<file path="src/rtl/dhw_pkg.sv">
package dhw_pkg;
  typedef struct packed {
    logic n;
    logic z;
    logic c;
    logic v;
  } nzcv_t;

  localparam logic [2:0] OP_ADD = 3'd0;
  localparam logic [2:0] OP_ASX = 3'd1;
  localparam logic [2:0] OP_SAX = 3'd2;
  localparam logic [2:0] OP_SUB = 3'd3;
endpackage

</file>
<file path="src/rtl/dhw_cond_eval.sv">
module dhw_cond_eval (
  input  logic [3:0]     cond,
  input  dhw_pkg::nzcv_t flags,
  output logic           pass
);
  logic base;

  // Codes come in pairs; bit 0 inverts the test of the pair.
  always_comb begin
    unique case (cond[3:1])
      3'd0: base = flags.z;
      3'd1: base = flags.c;
      3'd2: base = flags.n;
      3'd3: base = flags.v;
      3'd4: base = flags.c & ~flags.z;
      3'd5: base = flags.n == flags.v;
      3'd6: base = ~flags.z & (flags.n == flags.v);
      default: base = 1'b1;
    endcase
  end

  assign pass = cond[0] ? ~base : base;
endmodule

</file>
<file path="src/rtl/dhw_lane.sv">
module dhw_lane #(
  parameter int W = 16
) (
  input  logic [W-1:0] x,
  input  logic [W-1:0] y,
  input  logic         sub,
  output logic [W-1:0] res,
  output logic         nonneg
);
  logic [W:0] xe;
  logic [W:0] ye;
  logic [W:0] sum;

  assign xe     = {x[W-1], x};
  assign ye     = {y[W-1], y};
  assign sum    = sub ? (xe - ye) : (xe + ye);
  assign res    = sum[W-1:0];
  assign nonneg = ~sum[W];
endmodule

</file>
<file path="src/rtl/dhw_addsub.sv">
module dhw_addsub #(
  parameter int LANE_W = 16
) (
  input  logic                clk,
  input  logic                rst_n,
  input  logic                in_valid,
  input  logic [2:0]          in_op,
  input  logic [3:0]          in_cond,
  input  logic [3:0]          in_flags,
  input  logic [2*LANE_W-1:0] in_a,
  input  logic [2*LANE_W-1:0] in_b,
  output logic                out_valid,
  output logic [2*LANE_W-1:0] out_result,
  output logic [3:0]          out_ge,
  output logic                out_rd_we,
  output logic                out_ge_we,
  output logic                out_illegal
);
  import dhw_pkg::*;

  localparam int LANES = 2;
  localparam int DW    = LANES * LANE_W;

  logic [LANE_W-1:0] a_h [LANES];
  logic [LANE_W-1:0] b_h [LANES];
  logic [LANE_W-1:0] lane_res [LANES];
  logic [LANES-1:0]  lane_nn;
  logic              xchg;
  logic              legal;
  logic              pass;
  logic              commit;
  logic [DW-1:0]     res_next;
  logic [3:0]        ge_next;

  assign legal = ~in_op[2];
  assign xchg  = in_op[0] ^ in_op[1];

  dhw_cond_eval u_cond (
    .cond  (in_cond),
    .flags (nzcv_t'(in_flags)),
    .pass  (pass)
  );

  for (genvar g = 0; g < LANES; g++) begin : g_lane
    logic sub_g;
    assign a_h[g] = in_a[g*LANE_W +: LANE_W];
    assign b_h[g] = in_b[g*LANE_W +: LANE_W];
    // Low lane subtracts on codes 1 and 3, high lane on codes 2 and 3.
    if (g == 0) begin : g_lo
      assign sub_g = in_op[0];
    end else begin : g_hi
      assign sub_g = in_op[1];
    end
    dhw_lane #(.W(LANE_W)) u_lane (
      .x      (a_h[g]),
      .y      (xchg ? b_h[LANES-1-g] : b_h[g]),
      .sub    (sub_g),
      .res    (lane_res[g]),
      .nonneg (lane_nn[g])
    );
    assign res_next[g*LANE_W +: LANE_W] = lane_res[g];
  end

  assign ge_next = {{2{lane_nn[1]}}, {2{lane_nn[0]}}};
  assign commit  = in_valid & legal & pass;

  always_ff @(posedge clk) begin
    if (!rst_n) begin
      out_valid   <= 1'b0;
      out_illegal <= 1'b0;
      out_rd_we   <= 1'b0;
      out_ge_we   <= 1'b0;
      out_result  <= '0;
      out_ge      <= '0;
    end else begin
      out_valid   <= in_valid;
      out_illegal <= in_valid & ~legal;
      out_rd_we   <= commit;
      out_ge_we   <= commit;
      if (commit) begin
        out_result <= res_next;
        out_ge     <= ge_next;
      end
    end
  end
endmodule

</file>
<file path="config.mk">
export PLATFORM = sky130hd
export DESIGN_NAME = dhw_addsub
export DESIGN_NICKNAME = d
export VERILOG_FILES = /design/src/rtl/dhw_pkg.sv /design/src/rtl/dhw_cond_eval.sv /design/src/rtl/dhw_lane.sv /design/src/rtl/dhw_addsub.sv
export SDC_FILE = /design/constraint.sdc
export NUM_CORES = 1
export LEC_CHECK = 0
export ABC_AREA = 1
export BUFFER_PORTS_ARGS = -buffer_cell sky130_fd_sc_hd__buf_2
export CAP_MARGIN = 10
export CELL_PAD_IN_SITES_DETAIL_PLACEMENT = 0
export CELL_PAD_IN_SITES_GLOBAL_PLACEMENT = 1
export CORE_ASPECT_RATIO = 0.6
export CORE_UTILIZATION = 33
export CTS_CLUSTER_SIZE = 16
export DETAILED_ROUTE_END_ITERATION = 12
export PLACE_DENSITY_LB_ADDON = 0.1
export SYNTH_ARGS = -nofsm -noshare
export SYNTH_HDL_FRONTEND = slang
export SYNTH_SLANG_ARGS = --single-unit
</file>
<file path="constraint.sdc">
create_clock -name clk -period 2.9 [get_ports clk]
set_input_delay 0.435 -clock clk [delete_from_list [all_inputs] [get_ports clk]]
set_output_delay 0.435 -clock clk [all_outputs]
set_load 0.01 [all_outputs]
</file>
==> results.ini, run 1 <==
[floorplan]
die_x_um = 151.0
rows = 32
core_area_um2 = 12890
start_util_pct = 34.07
ios = 118
dieArea_um2 = 13790
die_h_um = 91.37

[clock_tree]
clock-sinks = 37
ctsLongestPathBuffers = 2
cts_max_level = 2
cts_buffers = 5
clk_latency_ns = 0.28
path_clk_slew_ns = 0.06
cts_root_buf = clkbuf_16
cts_tree = built

[synthesis]
synthCells = 712
synth-async-reset-ratio_pct = 0
yosys-top-cells-count = nand2_1 (204), inv_1 (91), a21oi_1 (65)
synth_edf_count = 0
synth_area_leaders = nand2_1 (17%), dfxtp_1 (17%), ha_1 (9.7%)
synth_xor_xnor_area_share_pct = 10.37
syn_avg_cell_area_um2 = 6.170
synth_top_family_by_area = simple AND/OR/NAND/NOR gates
synth_compound_area_share_pct = 13.70
syn_area_um2 = 4393
yosys.area_share.simple_pct = 36.49
ys_seq_area_share_pct = 16.86
yosys.area.top_type = nand2_1
yosysMostFrequentCell = nand2_1
synth_cell_types = 42
synth.top_cell.area_share_pct = 17.43
synthAdderAreaFrac_pct = 10.60
yosys_register_bits = 37
yosys_warnings = 0
yosys-mux-area-fraction_pct = 0
ys.flop_type = dfxtp_1
syn_nets = 826

[status]
status = finished with violations
violations = setup timing

[routing]
wl_per_cell_um = 13.43
dr.pass1.iters = 4
drc = 0
ant_nets = 0
wl_um = 15230
vias_per_cell = 4.670
drt-initial-drc-count = 191
vias = 5296

[timing]
relSlewSlack_pct = 55.38
layout_setup_ws_ns = -0.08423
whs_ns = 0.3752
worstMarginPinSlew_ns = 0.6686
finalHoldViolCount = 0
min_period_ns = 2.984
fin_crit_sh_pct = 102.9
slew_viol_final = 0
rsz0062_at_grt = true
fmax_mhz = 335.1
finalClockSkew_ns = 0
setup_viol = 5

[worst_setup_path]
crit_chain = buf_12 -> clkinv_8 -> nand2_8 -> nand2_8 -> o21ai_4 -> buf_6 -> nand4_1 -> nor2_4 -> nand2_1 -> nand2_2 -> xor2_2 -> inv_2 -> ha_4 -> a21oi_2 -> o21bai_1 -> a21oi_1 -> nand2_1 -> a21oi_2 -> inv_1 -> nand2_1 -> nand3_1 -> nand2_1 -> inv_1
crit_required_ns = 3.08
worstPathArrival_ns = 3.17
crit_buf_inv = 6
start_kind = input pin
crit_slowest_cell = ha_4
crit_fanout = 7
cp_common_cell = nand2_1
crit_family = simple AND/OR/NAND/NOR gates
worstSetupPathType = input pin to flip-flop
critPathCaptureType = flip-flop
critPathMaxStageDelay_ns = 0.25

[power]
p_total_mw = 3.052
leakage_nw = 3.679
worst_ir_drop_vdd_uv = 249.4
power_density_nw_per_um2 = 436.2

[finish]
layout-drive-gt1-share_pct = 43.57
antenna_cells = 0
syn2layout_area_growth_pct = 59.24
nets = 1077

[grt]
antenna_found_initial = 0
grt.overflow.total = 0
grt_max_degree = 34
grt_pass1_wl_um = 23530
grt_pass1_vias = 4884
grtUsageTotal_pct = 21.60

[job]
max-cap-violations = 0

[placement]
portBuffers = 117
gp_congestion = 0.8608
dpl_worst_slack_ns = -0.6619
hpwlAfterDp_um = 12200

[hold_path]
hold_class = input pin to flip-flop

[stage by stage]
stage	setup TNS [ns]	utilization (%)	cell area, um^2	cells
2_1_floorplan	-0.7972	-	4531	712
3_3_place_gp	-10.04	47.37	6107	1105
3_5_place_dp	-10.75	47.37	6107	1105
4_1_cts	-0.05025	50.26	6480	1119
5_1_grt	-2.787	54.26	6995	1134
6_report	-0.2488	54.26	6995	1134
[layer usage]
layer / track usage (%) / part of all wire, %
met2: 32.49 / 42
met1: 33.10 / 52
met4: 2.083 / 0.56
met3: 2.814 / 5.2
met5: 0 / 0
[cell families (layout without fill, tap and decap cells)]
family                     after synthesis  in the layout
adders and majority gates               36             36
AOI/OAI and AO/OA                      109            109
xor gates and xnor gates                52             52
and+or+nand+nor                        361            362
DFF                                     37             37
buffers and inverters                  117            368
[what timing repair did]
action | CTS | global route
buffers inserted | 6 | 15
setup endpoints to repair | 21 | 22
cloned | 1 | 0
pin swaps | 28 | 79
gates resized for setup | 34 | 100
hold buffers | 0 | 0
[path summary, 6_finish.rpt]
check | depth (start not counted) | from | slack [ns] | to
min | 3 | in_valid | 0.38 | out_valid
max | 23 | in_op[0] | -0.08 | out_ge[1]
min reg2reg | 2 | out_result[27] | 0.45 | out_result[27]
max reg2reg | 4 | out_ge[1] | 2.24 | out_ge[1]
[sequential cells by signal (all words and copies together) (netlist names)]
signal and flops:
out_valid 1, out_result 32, out_ge_we 1, out_illegal 1, out_ge 2
[worst min-delay path, stage by stage]
cell and delay [ns]:
buf_2 0.08, nand2_1 0.05, inv_1 0.05
[cell type report]
type | count | area [um^2]
flip-flops and latches | 37 | 740.7
repair buffers | 264 | 1749
well taps | 170 | 212.7
fillers | 1269 | 5897
clock inverters | 2 | 37.54
multi-input cells | 559 | 3731
clock buffers | 6 | 138.9
inverters | 96 | 385.4
[power breakdown]
group / leakage [nW] / internal, mW / switching (mW)
combinational: 3.29 / 0.865 / 0.971
clock: 0.0831 / 0.429 / 0.216
sequential: 0.302 / 0.551 / 0.0206
[layout by cell type, fill, tap and decap left out, types with 3 or more instances in the layout]
| master | n |
|---|---|
| clkbuf_16 | 5 |
| o21ai_2 | 9 |
| nor2_2 | 9 |
| ha_1 | 24 |
| xor2_1 | 37 |
| nand3_1 | 51 |
| o21ai_4 | 3 |
| nand2_4 | 6 |
| o21ai_0 | 12 |
| nor3_1 | 3 |
| buf_2 | 115 |
| nand4_1 | 6 |
| ha_4 | 6 |
| o21ai_1 | 7 |
| nand3_2 | 4 |
| nand2_1 | 176 |
| inv_1 | 84 |
| buf_6 | 8 |
| nand2_8 | 7 |
| a21oi_2 | 21 |
| xnor2_1 | 10 |
| nand2_2 | 33 |
| nand3_4 | 5 |
| nor3_2 | 3 |
| dfxtp_1 | 37 |
| a21oi_1 | 43 |
| or2_2 | 5 |
| nor2_4 | 9 |
| buf_4 | 139 |
| xor2_2 | 5 |
| nor2_1 | 39 |
| inv_2 | 10 |
| ha_2 | 4 |
Power figures use the tool's default switching activity.
==> inputs of run 2 (changes only) <==
ABC_AREA = unset   (was 1)
CELL_PAD_IN_SITES_DETAIL_PLACEMENT = 1   (was 0)
CORE_UTILIZATION = 35   (was 33)
==> run 2 against run 1 <==
Largest cell class unchanged; highest routed layer is now met5; clock-buffer cell count shrank 1; clock skew is the same; critical path depth shrank 5; critical endpoint is now out_result[29]; global-route usage grew 6.8 points; combinational power grew 10%; via count grew 9.9%; setup slack lost 0.96 ns; the run still ends with setup timing left; die area shrank 3.1%; synthesized area grew 2.7%.
==> results.ini, run 2 <==
[timing]
min_period_ns = 3.945  ; +0.9603 ns
slew_viol_final = 0  ; unchanged
rsz0062_at_grt = true
worstMarginPinSlew_ns = 1.035  ; +0.3668 ns
finalHoldViolCount = 0  ; unchanged
setup_tns_ns = -16.82  ; -16.57 ns
layout_setup_ws_ns = -1.045  ; -0.9603 ns
fmax_mhz = 253.5  ; -24%
finalClockSkew_ns = 0  ; unchanged
whs_ns = 0.3873  ; +0.01210 ns
setup_viol = 24  ; +19
fin_crit_sh_pct = 136.0  ; +33 points
relSlewSlack_pct = 30.90  ; -24 points

[routing]
drt-initial-drc-count = 324  ; +70%
dr.pass1.iters = 5  ; +1
ant_nets = 0  ; unchanged
wl_um = 21580  ; +42%
drc = 0  ; unchanged
vias = 5822  ; +9.9%
vias_per_cell = 5.658  ; +21%
wl_per_cell_um = 20.98  ; +56%

[worst_setup_path]
rrSetupSlack_ns = 2.17  ; -0.07 ns
r2r-end = out_result[23]
critPathCaptureType = flip-flop
worstSetupPathType = input pin to flip-flop
crit_required_ns = 3.03  ; -0.05 ns
start_kind = input pin
worstPathArrival_ns = 4.07  ; +0.90 ns
reg2reg_depth = 2  ; -2
crit_fanout = 4  ; -3
r2r_start = out_result[23]

[clock_tree]
ctsLongestPathBuffers = 2  ; unchanged
hold_buffers = 0  ; unchanged
clk_latency_ns = 0.29  ; about the same
cts_root_buf = clkbuf_16
cts_max_level = 2  ; unchanged
cts_tree = built
cts_buffers = 5  ; unchanged
clock-sinks = 37  ; unchanged
path_clk_slew_ns = 0.07  ; about the same

[grt]
grt_util_met3_pct = 4.315  ; +1.5 points
grt_max_degree = 36  ; +5.9%
grt_busiest_layer = met2
antenna_found_initial = 1  ; +1
grtUsageMet2_pct = 48.40  ; +16 points
grt_pass1_vias = 5826  ; +19%
grt_pass1_wl_um = 30180  ; +28%
grtUsageTotal_pct = 28.42  ; +6.8 points
grt.overflow.total = 0  ; unchanged
grt_util_met1_pct = 38.55  ; +5.4 points

[placement]
place_inst = 983  ; -11%
postPlaceCellArea_um2 = 6492  ; +6.3%
hpwlAfterDp_um = 14840  ; +22%
gp_congestion = 0.9527  ; +11%
portBuffers = 117  ; unchanged

[finish]
fillers = 1505  ; +19%
final_common_cell = buf_4
reg.largest.list = out_result (32), out_ge (2)
regMostFlops = out_result
syn2layout_area_growth_pct = 64.59
fin_cells = 1029  ; -9.3%
largest_reg_flops = 32  ; unchanged
fin_area_um2 = 7426  ; +6.2%
multi_input_area_um2 = 4114  ; +10%
seqCellArea_um2 = 740.7  ; unchanged
final_cell_mix = buf_4 (160), buf_2 (115), mux2i_1 (63), nor2_1 (63), dfxtp_1 (37)
nets = 976  ; -9.4%
layout-drive-gt1-share_pct = 46.93  ; +3.4 points

[synthesis]
synth_cell_types = 60  ; +43%
synthCells = 583  ; -18%
synth.top_cell.area_share_pct = 16.42  ; -1.0 points
yosys_warnings = 0  ; unchanged
syn_area_um2 = 4512  ; +2.7%
yosys.area.top_type = dfxtp_1
ys_seq_area_share_pct = 16.42  ; -0.44 points
yosysMostFrequentCell = nor2_1
yosys_register_bits = 37  ; unchanged
syn_nets = 697  ; -16%
synth_area_leaders = dfxtp_1 (16%), mux2i_1 (15%), ha_1 (9.4%)
yosys-top-cells-count = nor2_1 (72), mux2i_1 (67), nand2_1 (41)
syn_avg_cell_area_um2 = 7.739  ; +25%
ys.flop_type = dfxtp_1
synth_edf_count = 0  ; unchanged
synth-async-reset-ratio_pct = 0  ; unchanged

[floorplan]
core_area_um2 = 12300  ; -4.6%
ios = 118  ; unchanged
start_util_pct = 36.69  ; +2.6 points
die_h_um = 89.95  ; -1.6%
die_x_um = 148.6  ; -1.6%
dieArea_um2 = 13360  ; -3.1%
rows = 31  ; -3.1%

[power]
worst_ir_drop_vdd_uv = 238.8  ; -4.2%
swShare_pct = 41.35  ; +1.8 points
leakage_nw = 3.500  ; -4.9%
power_density_nw_per_um2 = 428.6  ; -1.7%
combPwrFrac_pct = 63.9  ; +3.7 points
sequentialPowerShare_pct = 18.0  ; -0.7 points
p_sw_mw = 1.316  ; +9.0%
internal_power_mw = 1.867  ; +1.2%
p_total_mw = 3.183  ; +4.3%
clkPwrFrac_pct = 18.1  ; -3.0 points

[status]
status = finished with violations
violations = setup timing

[job]
max-cap-violations = 0  ; unchanged

[hold_path]
hold_end = out_valid
hold_class = input pin to flip-flop
min_from = in_valid
hold_depth = 2  ; -1

-- run 2: changes by cell type after synthesis, moves of 20 or more --
cell     change
nand3_1     -51
inv_1       -76
a21oi_1     -31
nand2_1    -163
nor2_1      +20
mux2i_1     +67
-- run 2: per-layer routing --
layer  vias to the layer above  wire (um)
met5                         -         10
met4                         2        419
met3                        44       1141
met2                       216      10230
met1                      2862       9779
li1                       2698          -
-- run 2: critical path, cell delays in order --
cell,delay [ns]
buf_12,0.11
xnor2_4,0.23
mux2i_2,0.32
ha_2,0.24
or4b_4,0.48
nor2_4,0.13
xnor2_1,0.06
mux4_2,0.48
inv_2,0.08
ha_4,0.19
a211o_1,0.28
buf_6,0.14
o311ai_4,0.29
buf_6,0.16
o21ai_2,0.06
xor2_1,0.17
mux2i_1,0.13
nor2_1,0.07
-- run 2: cell type report --
cell class,instances,share of cell area [%]
Clock inverter,3,0.2359
Antenna cell,1,0.03370
Clock buffer,5,1.685
Tap cell,165,2.780
Sequential cell,37,9.975
Multi-Input combinational cell,499,55.40
Inverter,16,0.8425
Timing Repair Buffer,303,29.05
-- run 2: what timing repair did --
action,CTS,global route
pin swaps,36,63
hold endpoints to repair,0,0
setup endpoints to repair,24,27
resized for setup,48,67
setup buffers,20,20
-- run 2: how the worst max path moves through the flow --
stage | to | start | slack (ns)
finish | out_result[29] | in_op[0] | -1.04
global route | out_ge[1] | in_op[1] | -1.19
floorplan | out_ge[2] | in_op[0] | -1.21
CTS | out_ge[2] | in_op[1] | -0.97
global placement | out_ge[1] | in_op[0] | -1.17
detailed placement | out_ge[2] | in_op[0] | -1.29
-- run 2: power by group through the flow --
stage | Sequential, mW | Combinational [mW] | Clock (mW)
5_1_grt | 0.577 | 2.17 | 0.608
2_1_floorplan | 0.602 | 0.929 | 0
4_1_cts | 0.572 | 1.77 | 0.579
6_report | 0.573 | 2.03 | 0.576
3_3_place_gp | 0.581 | 1.55 | 0
3_5_place_dp | 0.583 | 1.62 | 0
-- run 2: logic make-up after synthesis --
kind of cell / synth area share [%]
AOI/OAI and AO/OA: 21.66
and+or+nand+nor: 20.16
xor gates and xnor gates: 10.65
DFF: 16.42
buffers and inverters: 4.437
muxes: 16.36
adders and majority gates: 10.32
-- run 2: through the flow --
stage | util, % | setup slack, ns
global placement | 52.80 | -1.169
global route | 60.37 | -1.195
finish | 60.39 | -1.045
detailed placement | 52.80 | -1.292
CTS | 56.82 | -0.9693
floorplan | - | -1.207
